File: src/rtl/xtrig_pkg.sv
package xtrig_pkg;
  localparam int unsigned ADDR_W = 12;
  typedef logic [ADDR_W-1:0] xt_addr_t;

  localparam xt_addr_t OFS_CTRL     = 12'h000;
  localparam xt_addr_t OFS_ACK      = 12'h010;
  localparam xt_addr_t OFS_APPSET   = 12'h014;
  localparam xt_addr_t OFS_APPCLR   = 12'h018;
  localparam xt_addr_t OFS_APPPULSE = 12'h01C;
  localparam xt_addr_t OFS_INMASK   = 12'h020;
  localparam xt_addr_t OFS_OUTMASK  = 12'h0A0;
  localparam xt_addr_t OFS_ST_TIN   = 12'h130;
  localparam xt_addr_t OFS_ST_TOUT  = 12'h134;
  localparam xt_addr_t OFS_ST_CIN   = 12'h138;
  localparam xt_addr_t OFS_ST_COUT  = 12'h13C;
  localparam xt_addr_t OFS_LOCK_KEY = 12'hFB0;
  localparam xt_addr_t OFS_LOCK_ST  = 12'hFB4;

  localparam logic [31:0] UNLOCK_KEY = 32'hC5ACCE55;
endpackage

File: src/rtl/xtrig_regs.sv
module xtrig_regs
  import xtrig_pkg::*;
#(
  parameter int unsigned N_IN  = 8,
  parameter int unsigned N_OUT = 8,
  parameter int unsigned N_CH  = 4
) (
  input  logic                       clk,
  input  logic                       rst_n,
  input  logic                       wr_en,
  input  xt_addr_t                   addr,
  input  logic [31:0]                wdata,
  output logic [31:0]                rdata,
  input  logic [N_IN-1:0]            trig_in_i,
  input  logic [N_OUT-1:0]           trig_out_i,
  input  logic [N_CH-1:0]            ch_in_i,
  input  logic [N_CH-1:0]            ch_act_i,
  output logic                       en_o,
  output logic [N_IN-1:0][N_CH-1:0]  in_mask_o,
  output logic [N_OUT-1:0][N_CH-1:0] out_mask_o,
  output logic [N_CH-1:0]            app_o,
  output logic [N_CH-1:0]            pulse_o,
  output logic [N_OUT-1:0]           ack_o
);
  logic                       locked_q, locked_d;
  logic                       en_q, en_d;
  logic [N_IN-1:0][N_CH-1:0]  in_mask_q, in_mask_d;
  logic [N_OUT-1:0][N_CH-1:0] out_mask_q, out_mask_d;
  logic [N_CH-1:0]            app_q, app_d;
  logic [N_CH-1:0]            pulse_q, pulse_d;
  logic                       wr_ok;
  logic                       cfg_we;

  // next-state logic
  always_comb begin
    wr_ok    = wr_en && !locked_q;
    locked_d = locked_q;
    if (wr_en && addr == OFS_LOCK_KEY) locked_d = (wdata != UNLOCK_KEY);
    en_d = en_q;
    if (wr_ok && addr == OFS_CTRL) en_d = wdata[0];
    app_d = app_q;
    if (wr_ok && addr == OFS_APPSET) app_d = app_q | wdata[N_CH-1:0];
    if (wr_ok && addr == OFS_APPCLR) app_d = app_q & ~wdata[N_CH-1:0];
    pulse_d = (wr_ok && addr == OFS_APPPULSE) ? wdata[N_CH-1:0] : '0;
    ack_o   = (wr_ok && addr == OFS_ACK) ? wdata[N_OUT-1:0] : '0;
    in_mask_d  = in_mask_q;
    out_mask_d = out_mask_q;
    for (int n = 0; n < int'(N_IN); n++)
      if (wr_ok && addr == OFS_INMASK + xt_addr_t'(4*n)) in_mask_d[n] = wdata[N_CH-1:0];
    for (int n = 0; n < int'(N_OUT); n++)
      if (wr_ok && addr == OFS_OUTMASK + xt_addr_t'(4*n)) out_mask_d[n] = wdata[N_CH-1:0];
    cfg_we = wr_ok;
  end

  // registers
  always_ff @(posedge clk or negedge rst_n) begin
    if (!rst_n) begin
      locked_q   <= 1'b1;
      en_q       <= 1'b0;
      in_mask_q  <= '0;
      out_mask_q <= '0;
      app_q      <= '0;
      pulse_q    <= '0;
    end else begin
      if (wr_en) locked_q <= locked_d;
      if (cfg_we) begin
        en_q       <= en_d;
        in_mask_q  <= in_mask_d;
        out_mask_q <= out_mask_d;
        app_q      <= app_d;
      end
      pulse_q <= pulse_d;
    end
  end

  // read mux
  always_comb begin
    rdata = '0;
    unique case (addr)
      OFS_CTRL:    rdata[0] = en_q;
      OFS_APPSET:  rdata[N_CH-1:0] = app_q;
      OFS_ST_TIN:  rdata[N_IN-1:0] = trig_in_i;
      OFS_ST_TOUT: rdata[N_OUT-1:0] = trig_out_i;
      OFS_ST_CIN:  rdata[N_CH-1:0] = ch_in_i;
      OFS_ST_COUT: rdata[N_CH-1:0] = ch_act_i;
      OFS_LOCK_ST: rdata[0] = locked_q;
      default: begin
        for (int n = 0; n < int'(N_IN); n++)
          if (addr == OFS_INMASK + xt_addr_t'(4*n)) rdata[N_CH-1:0] = in_mask_q[n];
        for (int n = 0; n < int'(N_OUT); n++)
          if (addr == OFS_OUTMASK + xt_addr_t'(4*n)) rdata[N_CH-1:0] = out_mask_q[n];
      end
    endcase
  end

  assign en_o       = en_q;
  assign in_mask_o  = in_mask_q;
  assign out_mask_o = out_mask_q;
  assign app_o      = app_q;
  assign pulse_o    = pulse_q;

  AST_KEY_UNLOCKS: assert property (@(posedge clk) disable iff (!rst_n)
    (wr_en && addr == OFS_LOCK_KEY && wdata == UNLOCK_KEY) |=> !locked_q);
  AST_BADKEY_LOCKS: assert property (@(posedge clk) disable iff (!rst_n)
    (wr_en && addr == OFS_LOCK_KEY && wdata != UNLOCK_KEY) |=> locked_q);
  AST_LOCKED_CFG_HELD: assert property (@(posedge clk) disable iff (!rst_n)
    (locked_q && wr_en && addr != OFS_LOCK_KEY) |=>
    ($stable(en_q) && $stable(in_mask_q) && $stable(out_mask_q) && $stable(app_q)));
  AST_PULSE_SINGLE: assert property (@(posedge clk) disable iff (!rst_n)
    ((pulse_q != '0) && !(wr_en && addr == OFS_APPPULSE)) |=> (pulse_q == '0));
endmodule

File: src/rtl/xtrig_route.sv
module xtrig_route #(
  parameter int unsigned N_IN  = 8,
  parameter int unsigned N_OUT = 8,
  parameter int unsigned N_CH  = 4
) (
  input  logic                       clk,
  input  logic                       rst_n,
  input  logic                       en_i,
  input  logic [N_IN-1:0]            trig_in_i,
  input  logic [N_IN-1:0][N_CH-1:0]  in_mask_i,
  input  logic [N_OUT-1:0][N_CH-1:0] out_mask_i,
  input  logic [N_CH-1:0]            app_i,
  input  logic [N_CH-1:0]            pulse_i,
  input  logic [N_OUT-1:0]           ack_i,
  output logic [N_CH-1:0]            ch_in_o,
  output logic [N_CH-1:0]            ch_act_o,
  output logic [N_OUT-1:0]           trig_out_o
);
  logic [N_CH-1:0][N_IN-1:0] in_col;
  logic [N_CH-1:0]           ch_act;
  logic [N_OUT-1:0]          hit, out_d, out_q;

  for (genvar c = 0; c < int'(N_CH); c++) begin : g_chan
    for (genvar n = 0; n < int'(N_IN); n++) begin : g_src
      assign in_col[c][n] = in_mask_i[n][c];
    end
    assign ch_in_o[c] = |(trig_in_i & in_col[c]);
  end

  assign ch_act = en_i ? (ch_in_o | app_i | pulse_i) : '0;

  for (genvar n = 0; n < int'(N_OUT); n++) begin : g_dst
    assign hit[n] = |(ch_act & out_mask_i[n]);
  end

  always_comb out_d = (out_q & ~ack_i) | hit;

  always_ff @(posedge clk or negedge rst_n) begin
    if (!rst_n) out_q <= '0;
    else        out_q <= out_d;
  end

  assign ch_act_o   = ch_act;
  assign trig_out_o = out_q;

  AST_HOLD_UNTIL_ACK: assert property (@(posedge clk) disable iff (!rst_n)
    (|(out_q & ~ack_i)) |=> (((($past(out_q) & ~$past(ack_i))) & ~out_q) == '0));
  AST_DISABLED_NO_RISE: assert property (@(posedge clk) disable iff (!rst_n)
    (!en_i) |=> ((out_q & ~$past(out_q)) == '0));
endmodule

File: src/rtl/xtrig_router.sv
module xtrig_router
  import xtrig_pkg::*;
#(
  parameter int unsigned N_IN  = 8,
  parameter int unsigned N_OUT = 8,
  parameter int unsigned N_CH  = 4
) (
  input  logic              clk,
  input  logic              rst_n,
  input  logic              psel,
  input  logic              penable,
  input  logic              pwrite,
  input  logic [11:0]       paddr,
  input  logic [31:0]       pwdata,
  output logic [31:0]       prdata,
  input  logic [N_IN-1:0]   trig_in,
  output logic [N_OUT-1:0]  trig_out
);
  logic [1:0]                 rst_sync;
  logic                       rst_ni;
  logic                       wr_en;
  logic                       en;
  logic [N_IN-1:0][N_CH-1:0]  in_mask;
  logic [N_OUT-1:0][N_CH-1:0] out_mask;
  logic [N_CH-1:0]            app, pulse, ch_in, ch_act;
  logic [N_OUT-1:0]           ack;

  always_ff @(posedge clk or negedge rst_n) begin
    if (!rst_n) rst_sync <= '0;
    else        rst_sync <= {rst_sync[0], 1'b1};
  end
  assign rst_ni = rst_sync[1];

  assign wr_en = psel && penable && pwrite;

  xtrig_regs #(.N_IN(N_IN), .N_OUT(N_OUT), .N_CH(N_CH)) u_regs (
    .clk(clk), .rst_n(rst_ni), .wr_en(wr_en), .addr(paddr), .wdata(pwdata),
    .rdata(prdata), .trig_in_i(trig_in), .trig_out_i(trig_out),
    .ch_in_i(ch_in), .ch_act_i(ch_act), .en_o(en), .in_mask_o(in_mask),
    .out_mask_o(out_mask), .app_o(app), .pulse_o(pulse), .ack_o(ack)
  );

  xtrig_route #(.N_IN(N_IN), .N_OUT(N_OUT), .N_CH(N_CH)) u_route (
    .clk(clk), .rst_n(rst_ni), .en_i(en), .trig_in_i(trig_in),
    .in_mask_i(in_mask), .out_mask_i(out_mask), .app_i(app), .pulse_i(pulse),
    .ack_i(ack), .ch_in_o(ch_in), .ch_act_o(ch_act), .trig_out_o(trig_out)
  );
endmodule

File: config.mk
export PLATFORM = sky130hd
export DESIGN_NAME = xtrig_router
export DESIGN_NICKNAME = d
export VERILOG_FILES = /design/src/rtl/xtrig_pkg.sv /design/src/rtl/xtrig_regs.sv /design/src/rtl/xtrig_route.sv /design/src/rtl/xtrig_router.sv
export SDC_FILE = /design/constraint.sdc
export NUM_CORES = 1
export LEC_CHECK = 0
export ABC_AREA = 1
export ABC_CLOCK_PERIOD_IN_PS = 3900
export BUFFER_PORTS_ARGS = -buffer_cell sky130_fd_sc_hd__buf_4
export CORE_MARGIN = 2
export CORE_UTILIZATION = 56
export DETAILED_ROUTE_END_ITERATION = 8
export PLACE_DENSITY = 0.84
export SETUP_SLACK_MARGIN = 0.05
export SLEW_MARGIN = 10
export SYNTH_ARGS = -nofsm -noshare
export SYNTH_HDL_FRONTEND = slang
export SYNTH_SLANG_ARGS = --single-unit
export TNS_END_PERCENT = 30
File: constraint.sdc
create_clock -name clk -period 3.9 [get_ports clk]
set_input_delay 1.17 -clock clk [delete_from_list [all_inputs] [get_ports clk]]
set_output_delay 1.17 -clock clk [all_outputs]
set_load 0.02 [all_outputs]
==> metrics.md <==
| Metric | Value |
|---|---|
| Status | finished with violations |
| Failing checks | design-rule violations, negative setup slack |
| Core area | 8590 sq um |
| Yosys warns | 0 |
| CTS root buffer | clkbuf_8 |
| Most common cell after layout, fill and taps aside | nand2_1 |
| RSZ-0062 raised after global routing | yes |
| CP max FO | 4 |
| Final Skew | 0.0198 ns |
| Final setup margin | -0.162 ns |
| PnR Total Power | 1.77 mW |
| Die area | 9460 sq um |
| Pwr/cell area | 268 nW/um^2 |
| Fillers | 644 |
| Starting Density | 56.7% |
| Critical Path, Cell by Cell | buf_6, inv_4, nand2_4, nor3_4, nand2_1, nor2_4, nand2_1, nand3_4, nor3_4, nand4_1, nand2_1, nand3_1, nand2_1, nand4_1, buf_4 |
| Clock share of power | 39.4% |
| Final Hold Vio Count | 0 |
| Rel. slew slack | 29.3% |
| Clk sinks | 84 |
| CP arrival | 2.89 ns |
| Crit. End Element | output port |
| Grt ovf | 0 |
| Die Width | 97.3 um |
| CP max stage delay | 0.32 ns |
| Post-Place Cells | 897 |
| TritonCTS clock tree | built |
| Inserted Diodes | 0 |
| Hold_ws | 0.377 ns |
| Top Family by Delay on Critical Path | simple AND/OR/NAND/NOR gates |
| Sequential area share after synthesis | 43.2% |
| EDFF count, synth | 0 |
| Port bufs | 72 |
| Vias in the first global route | 5113 |
| Routed len/inst | 18.9 um |
| Most frequent cells in the layout | 172 x nand2_1, 149 x buf_4, 82 x dfrtp_1 |
| Final nets | 875 |
| Combinational Power Share | 10.2% |
| Switching Fraction | 27.9% |
| Gate Count Post-Synth | 657 |
| Worst VDD drop | 223 uV |
| Worst skew pair latency | 0.38 ns |
| CTS Hold Bufs | 0 |
| Vias | 5428 |
| DRT antenna net count | 0 |
| Largest net degree at the start of global routing | 83 |
| Synth unique cells | 37 |
| Final WL | 17600 um |
| Chip Height | 97.3 um |
| H-tree depth | 3 |
| Fmax | 0.246 GHz |
| Seq pwr share | 50.4% |
| Max clock buf depth | 2 |
| CTS buffer count | 9 |
| Sw power | 492 uW |
| Share of flip-flops with an asynchronous set or reset | 100% |
| Post-DP HPWL | 12300 um |
| Setup Crit Path Kind | input port to output port |
| Pins Over Slew Limit | 0 |
| Post-layout min period | 4.06 ns |
| Register bit total from synthesis | 84 |
| Final Cycle Share | 104% |
| Layout cell share with drive strength beyond 1 | 30.6% |
| First-pass GRT wire length | 26600 um |
| Most used DFF post-synth | dfrtp_1 |
| Max-cap violation count | 0 |
| Synthesis-to-finish area growth | 35.0% |
| P_leak | 3.12 nW |
| Synthesized area per cell | 7.41 sq um |
| Slew @ Worst Pin | 1.06 ns |
| Initial DRC Count | 456 |
| Final Non-Filler Cells | 931 |
| Worst EP required | 2.73 ns |
| Top cell by count, worst path | nand2_1 |
| Rows | 34 |
| Tot GR Track Use | 36.4% |
| DR vias/cell | 5.83 |
| Post-Syn Area | 4870 sq um |
| Slowest cell on the critical path | nor3_4 |
| I/O pins | 97 |
| Area after DPL | 5950 sq um |
| Initial antenna violation count | 0 |
| Post-route cell area | 6580 sq um |
| Critical path buffers and inverters | 3 |
| Min-delay worst type | flip-flop to flip-flop |
| Worst Setup Start Kind | input port |
| Int Pwr | 1.27 mW |
| Gpl congestion | 1.01 |
| Drt pass-1 iters | 8 |
| Final Setup Violations | 5 |
| Reg clk slew, reported paths | 0.09 ns |
| Drt drc | 1 |
==> power by group through the flow <==
stage	logic, mW	registers, mW	clock network [mW]
6_report	0.180	0.889	0.696
5_1_grt	0.190	0.893	0.727
4_1_cts	0.162	0.890	0.696
3_5_place_dp	0.157	0.908	0
3_3_place_gp	0.154	0.907	0
2_1_floorplan	0.0765	0.902	0
==> routing by layer <==
| metal | up-vias | GRT usage, % | wire length, um |
|---|---|---|---|
| met5 | - | 0 | 0 |
| met4 | 0 | 13.0 | 467 |
| met3 | 44 | 8.99 | 2120 |
| met2 | 361 | 57.3 | 8150 |
| met1 | 2565 | 49.6 | 6840 |
| li1 | 2458 | - | - |
==> registers in the layout, indices dropped and copies added (netlist names), named ones only <==
signal	flops
u_regs.locked_q	1
u_regs.in_mask_o	32
u_regs.en_o	1
u_regs.pulse_o	4
u_regs.out_mask_o	32
rst_sync	2
u_route.trig_out_o	8
==> metrics by stage <==
step | setup TNS [ns] | setup WS, ns | util [%]
CTS | -0.845 | -0.132 | 73.9
global placement | -1.04 | -0.363 | 69.2
floorplan | 0 | 0.217 | -
finish | -0.598 | -0.162 | 76.5
detailed placement | -1.01 | -0.354 | 69.2
global route | -0.929 | -0.243 | 76.5
==> logic make-up after synthesis <==
| logic type | synth area share, % |
|---|---|
| muxes | 0.822 |
| other | 0.154 |
| and+or+nand+nor | 31.2 |
| AOI/OAI and AO/OA | 13.6 |
| DFF | 43.2 |
| buffers and inverters | 11.0 |
==> synth_stat cells (all sizes together) (2+ instances only) <==
| library cell | count | area [sq um] |
|---|---|---|
| nand2 | 189 | 712 |
| o21ai | 91 | 455 |
| dfrtp | 83 | 2080 |
| inv | 82 | 308 |
| nand3 | 47 | 235 |
| nor2 | 44 | 218 |
| buf | 27 | 204 |
| nand4 | 24 | 150 |
| nor3 | 15 | 106 |
| nor4 | 10 | 77.6 |
| a21oi | 6 | 30.0 |
| clkbuf | 6 | 22.5 |
| a221oi | 5 | 43.8 |
| mux2i | 4 | 40.0 |
| o22ai | 4 | 25.0 |
| a22o | 3 | 26.3 |
| o211ai | 3 | 22.5 |
| or2 | 3 | 18.8 |
| conb | 2 | 7.51 |
| o2111ai | 2 | 17.5 |
==> layout make-up <==
type	count	area [sq um]	area share, %
flip-flops and latches	84	2110	32.0
inverters	83	332	5.04
clock buffers	10	138	2.09
multi-input cells	480	2530	38.5
clock inverters	6	75.1	1.14
repair buffers	160	1250	19.1
well taps	108	135	2.06
==> worst paths after layout <==
check | from | end | slack [ns] | depth (start not counted)
worst min register to register | rst_sync[0] | rst_sync[1] | 0.38 | 0
min in group asynchronous | rst_sync[1] | u_regs.in_mask_o[20] | 0.50 | 0
worst max-delay path | paddr[7] | prdata[2] | -0.16 | 15
max in group asynchronous | rst_sync[1] | u_regs.en_o | 2.67 | 0
worst min-delay path | rst_sync[0] | rst_sync[1] | 0.38 | 0
worst max register to register | u_regs.in_mask_o[28] | u_route.trig_out_o[5] | 1.69 | 10
==> timing repair <==
action,4_1_cts,5_1_grt
resized for setup,19,72
endpoints found under the setup margin,4,24
pin swaps,10,31
buffers inserted,15,6
Power figures use the tool's default switching activity.
